`src/rtl/rstc_pkg.sv`:
```
package rstc_pkg;
   typedef enum logic [1:0] {
      SEL_NONE,
      SEL_CTRL,
      SEL_DONE
   } rstc_sel_e;

   localparam int unsigned RSTC_MIN_HOLD = 2;
   localparam int unsigned RSTC_MIN_SYNC = 2;
endpackage

```
`src/rtl/rstc_sync.sv`:
```
module rstc_sync #(
   parameter int unsigned STAGES = 2
) (
   input  logic clk,
   input  logic rst_n,
   input  logic en,
   input  logic d,
   output logic q
);
   if (STAGES < rstc_pkg::RSTC_MIN_SYNC) begin : g_bad
      $error("rstc_sync: STAGES below minimum");
   end

   if (STAGES == 2) begin : g_two
      logic s1_q, s2_q;
      always_ff @(posedge clk or negedge rst_n) begin
         if (!rst_n) begin
            s1_q <= 1'b0;
            s2_q <= 1'b0;
         end else if (en) begin
            s1_q <= d;
            s2_q <= s1_q;
         end
      end
      assign q = s2_q;
   end else begin : g_chain
      logic [STAGES-1:0] sh_q;
      always_ff @(posedge clk or negedge rst_n) begin
         if (!rst_n) sh_q <= '0;
         else if (en) sh_q <= {sh_q[STAGES-2:0], d};
      end
      assign q = sh_q[STAGES-1];
   end
endmodule

```
`src/rtl/rstc_launch.sv`:
```
module rstc_launch #(
   parameter int unsigned SYNC_STAGES = 2
) (
   input  logic clk,
   input  logic rst_n,
   input  logic start,
   input  logic ack_raw,
   output logic req_o,
   output logic idle_o
);
   logic ack_s, req_q, again_q, busy, launch;

   rstc_sync #(.STAGES(SYNC_STAGES)) u_ack_sync (
      .clk   (clk),
      .rst_n (rst_n),
      .en    (1'b1),
      .d     (ack_raw),
      .q     (ack_s)
   );

   assign busy   = req_q | ack_s;
   assign launch = !busy && (start || again_q);

   always_ff @(posedge clk or negedge rst_n) begin
      if (!rst_n) begin
         req_q   <= 1'b0;
         again_q <= 1'b0;
      end else begin
         if (req_q && ack_s) req_q <= 1'b0;
         else if (launch)    req_q <= 1'b1;
         if (launch)              again_q <= 1'b0;
         else if (start && busy)  again_q <= 1'b1;
      end
   end

   assign req_o  = req_q;
   assign idle_o = !busy && !again_q;

   // a remembered request is launched once the handshake is quiet
   p_relaunch_r7: assert property (@(posedge clk) disable iff (!rst_n)
      (again_q && !req_q && !ack_s) |=> req_q);

   // a start is never idle in the following cycle
   p_start_busy_r4: assert property (@(posedge clk) disable iff (!rst_n)
      start |=> !idle_o);
endmodule

```
`src/rtl/rstc_domain.sv`:
```
module rstc_domain #(
   parameter int unsigned HOLD_CYC    = 2,
   parameter int unsigned SYNC_STAGES = 2
) (
   input  logic clk,
   input  logic rst_n,
   input  logic en,
   input  logic req_raw,
   output logic ack_o,
   output logic rst_o
);
   localparam int unsigned CW = $clog2(HOLD_CYC + 1);

   logic          req_s, ack_q;
   logic [CW-1:0] cnt_q;

   rstc_sync #(.STAGES(SYNC_STAGES)) u_req_sync (
      .clk   (clk),
      .rst_n (rst_n),
      .en    (en),
      .d     (req_raw),
      .q     (req_s)
   );

   always_ff @(posedge clk or negedge rst_n) begin
      if (!rst_n) begin
         cnt_q <= '0;
         ack_q <= 1'b0;
      end else if (en) begin
         if (!req_s) begin
            cnt_q <= '0;
            ack_q <= 1'b0;
         end else if (!ack_q) begin
            if (cnt_q == CW'(HOLD_CYC - 1)) ack_q <= 1'b1;
            cnt_q <= cnt_q + 1'b1;
         end
      end
   end

   assign rst_o = req_s | ack_q;
   assign ack_o = ack_q;

   // a stopped domain clock freezes the reset output
   p_frozen_r6: assert property (@(posedge clk) disable iff (!rst_n)
      !en |=> $stable(rst_o));

   // the reset output only falls after the hold count was acknowledged
   p_full_pulse_r5: assert property (@(posedge clk) disable iff (!rst_n)
      $fell(rst_o) |-> $past(ack_q));
endmodule

```
`src/rtl/rstc_top.sv`:
```
module rstc_top
   import rstc_pkg::*;
#(
   parameter int unsigned     N_DOM       = 8,
   parameter int unsigned     ADDR_W      = 8,
   parameter logic [ADDR_W-1:0] CTRL_ADDR = 'h10,
   parameter logic [ADDR_W-1:0] DONE_ADDR = 'h11,
   parameter int unsigned     HOLD_CYC    = 2,
   parameter int unsigned     SYNC_STAGES = 2
) (
   input  logic              clk,
   input  logic              rst_n,
   input  logic              wr_en,
   input  logic [ADDR_W-1:0] wr_addr,
   input  logic [N_DOM-1:0]  wr_data,
   input  logic [ADDR_W-1:0] rd_addr,
   output logic [N_DOM-1:0]  rd_data,
   input  logic [N_DOM-1:0]  dom_clk_en,
   output logic [N_DOM-1:0]  dom_rst
);
   if (HOLD_CYC < RSTC_MIN_HOLD) begin : g_bad_hold
      $error("rstc_top: HOLD_CYC below minimum");
   end
   if (CTRL_ADDR == DONE_ADDR) begin : g_bad_addr
      $error("rstc_top: control and status addresses collide");
   end

   logic [N_DOM-1:0] ctrl_q, start, req, idle, ack_raw, done;
   logic             wr_ctrl;
   rstc_sel_e        rd_sel;

   assign wr_ctrl = wr_en && (wr_addr == CTRL_ADDR);

   always_ff @(posedge clk or negedge rst_n) begin
      if (!rst_n)       ctrl_q <= '0;
      else if (wr_ctrl) ctrl_q <= wr_data;
      else              ctrl_q <= '1;
   end

   assign start = ~ctrl_q;
   assign done  = ctrl_q & idle;

   always_comb begin
      if (rd_addr == CTRL_ADDR)      rd_sel = SEL_CTRL;
      else if (rd_addr == DONE_ADDR) rd_sel = SEL_DONE;
      else                           rd_sel = SEL_NONE;
      case (rd_sel)
         SEL_CTRL: rd_data = ctrl_q;
         SEL_DONE: rd_data = done;
         default:  rd_data = '0;
      endcase
   end

   for (genvar i = 0; i < N_DOM; i++) begin : g_dom
      rstc_launch #(.SYNC_STAGES(SYNC_STAGES)) u_launch (
         .clk     (clk),
         .rst_n   (rst_n),
         .start   (start[i]),
         .ack_raw (ack_raw[i]),
         .req_o   (req[i]),
         .idle_o  (idle[i])
      );

      rstc_domain #(.HOLD_CYC(HOLD_CYC), .SYNC_STAGES(SYNC_STAGES)) u_dom (
         .clk     (clk),
         .rst_n   (rst_n),
         .en      (dom_clk_en[i]),
         .req_raw (req[i]),
         .ack_o   (ack_raw[i]),
         .rst_o   (dom_rst[i])
      );

      // a zero written to a bit clears its status bit next cycle
      p_done_clear_r4: assert property (@(posedge clk) disable iff (!rst_n)
         (wr_ctrl && !wr_data[i]) |=> !done[i]);

      // a cleared control bit sets itself unless written to zero again
      p_self_clear_r3: assert property (@(posedge clk) disable iff (!rst_n)
         (!ctrl_q[i] && !(wr_ctrl && !wr_data[i])) |=> ctrl_q[i]);
   end
endmodule

```
`config.mk`:
```
export PLATFORM = sky130hd
export DESIGN_NAME = rstc_top
export DESIGN_NICKNAME = d
export VERILOG_FILES = /design/src/rtl/rstc_pkg.sv /design/src/rtl/rstc_sync.sv /design/src/rtl/rstc_launch.sv /design/src/rtl/rstc_domain.sv /design/src/rtl/rstc_top.sv
export SDC_FILE = /design/constraint.sdc
export NUM_CORES = 1
export LEC_CHECK = 0
export ABC_CLOCK_PERIOD_IN_PS = 1700
export BUFFER_PORTS_ARGS = -buffer_cell sky130_fd_sc_hd__buf_2
export CORE_MARGIN = 2
export CORE_UTILIZATION = 55
export DETAILED_ROUTE_END_ITERATION = 12
export GPL_ROUTABILITY_DRIVEN = 1
export GPL_TIMING_DRIVEN = 0
export PLACE_DENSITY = 0.82
export SLEW_MARGIN = 20
export SYNTH_ARGS = -nofsm -noshare
export SYNTH_HDL_FRONTEND = slang
export SYNTH_HIERARCHICAL = 1
export SYNTH_SLANG_ARGS = --single-unit
```
`constraint.sdc`:
```
create_clock -name clk -period 1.7 [get_ports clk]
set_clock_uncertainty 0.1 [all_clocks]
set_input_delay 0.085 -clock clk [delete_from_list [all_inputs] [get_ports clk]]
set_output_delay 0.085 -clock clk [all_outputs]
set_load 0.01 [all_outputs]
```
==> impl_metrics.tcl <==
set metrics [dict create \
    ys.flop_type "dfrtp_1" \
    seqCellArea_sq_um 2000 \
    clkSinkCount 80 \
    synthAdderAreaFrac 0.0275 \
    final_cell_mix "dfrtp_1, buf_2, mux2_2" \
    vias 2686 \
    drv_cap 0 \
    setup_viol 5 \
    syn_inst 305 \
    period_minus_slack_ns 1.75 \
    nNetsFinal 458 \
    path_cells "nor3_2 -> inv_2 -> a2111oi_4 -> buf_2" \
    finalMaxSlewViolations 0 \
    dp_worst_setup_slack_ns 0.0489 \
    failed_checks "setup timing" \
    drc 0 \
    path_class "flip-flop to output pin" \
    synthMuxAreaShare 0.0992 \
    worst_slack_ns -0.0523 \
    yosysWarnings 6 \
    hpwlAfterDp_mm 4.29 \
    synth.ff_latch_count 80 \
    async_flop_share 1.00 \
    yosysUniqueCellTypes 26 \
    finalHoldViolations 0 \
    die_w_um 85.3 \
    row_count 29 \
    cts_made_buffers 9 \
    multi_input_area_sq_um 1620 \
    p_total_mw 4.02 \
    h-tree-depth 3 \
    antenna_cells 0 \
    leakagePower_nw 2.41 \
    end_kind "output pin" \
    io_pins 51 \
    fin_area_sq_um 4730 \
    insertion_delay_ns 0.35 \
    grt_pass1_vias 2710 \
    drive_gt1_frac 0.348 \
    yosys.area_share.simple 0.158 \
    ant_nets 0 \
    outcome "finished, violations left" \
    worstPathMaxFanout 2 \
    path_clk_slew_ns 0.08 \
    track_usage 0.227 \
    seq_area_frac_synth 0.551 \
    final_common_cell "dfrtp_1" \
    peakVddDrop_uv 650 \
    rsz0062_at_grt "true" \
    min_path_type "input pin to async pin" \
    grt_overflow 0 \
    synth_area_sq_um 3630 \
    via_per_inst 5.40 \
    cts_buffer_depth 2 \
    dieArea_sq_um 7270 \
    wl_per_cell_um 14.8 \
    drtIter0Drc 128 \
    core_sq_um 6390 \
    arrival_ns 1.57 \
    critPathMaxStageDelay_ns 0.41 \
    slowest_stage "dfrtp_1" \
    power_density_nw_per_um2 850 \
    synth-xor-area-share 0 \
    cts_tree "yes" \
    synth-edff-count 0 \
    grt_pass1_wl_mm 12.9 \
    clock.fmax_mhz 571 \
    synth_top_family_by_area "simple AND/OR/NAND/NOR gates" \
    first_pass_iters 4 \
    fin_crit_sh 1.03 \
    avgSynthCellArea_sq_um 11.9 \
    worst_slew_pin_slew_ns 0.788 \
    hold_ws_ns 0.0967 \
    fin_util 0.740 \
    timing.slew.headroom 0.475 \
    wirelength_mm 7.35 \
    start_kind "flip-flop" \
    clockRootBuffer "clkbuf_8" \
    floorplan.die.height_um 85.3 \
    crit_buf_inv 2 \
    crit_family "flip-flops" \
    antenna_found_initial 0 \
    worstPathRequired_ns 1.51 \
    synth-compound-area-share 0.116 \
    port_buffers 49 \
    initial_utilization 0.569 \
    num-fill-cells 405 \
    placed_cell_area_sq_um 4040 \
    grt_start_max_net_pins 53 \
    globalplace.congestion 0.782 \
    area_growth_pct 30.1 \
]
cell families after synthesis:
| kind of cell | count (synthesis) |
|---|---|
| other | 8 |
| multiplexers | 32 |
| flip-flops | 80 |
| adder cells (fa/ha/maj) | 8 |
| buffers and inverters | 36 |
| AO/OA/AOI/OAI | 48 |
| AND/OR/NAND/NOR | 93 |
stage by stage:
step / TNS (ns) / instances
final: -0.0981 / 497
after global routing: -0.543 / 497
after global placement: -9.74 / 439
after detailed placement: 0 / 440
after floorplan: 0 / 313
after CTS: -0.0412 / 497
sequential cells by signal, summed over array words and instances, names as in the netlist:
name	count
g_dom.u_launch/u_ack_sync/g_two.s1_q	8
g_dom.u_launch/req_o	8
g_dom.u_dom/cnt_q	16
g_dom.u_launch/again_q	8
g_dom.u_dom/u_req_sync/g_two.s1_q	8
g_dom.u_dom/u_req_sync/q	8
g_dom.u_dom/ack_o	8
g_dom.u_launch/u_ack_sync/q	8
ctrl_q	8
cell usage after synthesis, drive strengths merged, types with 2 or more instances:
cell type / n / area, sq um
dfrtp: 80 / 2000
nand2b: 16 / 100
or2: 8 / 50.1
o22a: 8 / 70.1
clkbuf: 2 / 7.51
a21oi: 16 / 80.1
ha: 8 / 100
nor2: 17 / 63.8
nand3: 16 / 80.1
nor3: 16 / 120
inv: 32 / 120
or3b: 8 / 70.1
a2111oi: 8 / 133
o311ai: 8 / 70.1
conb: 8 / 30.0
o221ai: 8 / 70.1
mux2: 32 / 360
nand4: 8 / 50.1
buf: 2 / 15.0
area by class of cell:
| type | instances | area share |
|---|---|---|
| Buffer | 3 | 0.00397 |
| Clock inverter | 3 | 0.0138 |
| Inverter | 32 | 0.0254 |
| Tap cell | 77 | 0.0204 |
| Timing Repair Buffer | 92 | 0.138 |
| Clock buffer | 13 | 0.0315 |
| Sequential cell | 80 | 0.423 |
| Multi-Input combinational cell | 197 | 0.343 |
power by group:
group	internal (mW)	total (mW)	switching [mW]	leakage, nW
clock	0.868	1.53	0.667	0.108
combinational	0.223	0.441	0.218	1.23
sequential	1.98	2.04	0.0682	1.07
total	3.07	4.02	0.953	2.41
final timing paths:
path / startpoint / endpoint / slack [ns] / depth (start not counted)
setup / recovery: g_dom[0].u_launch/u_ack_sync/q / rd_data[0] / -0.05 / 4
setup reg to reg: g_dom[4].u_dom/cnt_q[0] / g_dom[4].u_dom/cnt_q[1] / 0.25 / 3
max in group asynchronous: rst_n / g_dom[4].u_dom/ack_o / 0.84 / 3
min in group clk: g_dom[6].u_launch/u_ack_sync/g_two.s1_q / g_dom[6].u_launch/u_ack_sync/q / 0.41 / 1
hold reg to reg: g_dom[6].u_launch/u_ack_sync/g_two.s1_q / g_dom[6].u_launch/u_ack_sync/q / 0.41 / 1
hold / removal: rst_n / g_dom[1].u_dom/cnt_q[0] / 0.1 / 2
layer usage:
metal,part of all wire,GRT usage
met1,0.42,0.282
met2,0.53,0.400
met3,0.039,0.0584
met4,0.0090,0.0519
met5,0,0
timing repair:
item | 4_1_cts | 5_1_grt
hold buffers | 25 | 0
pin swaps | 11 | 2
setup endpoints to repair | 8 | 8
endpoints found under the hold margin | 124 | 0
setup buffers | 17 | 0
gates resized for setup | 11 | 2
Power figures use the tool's default switching activity.
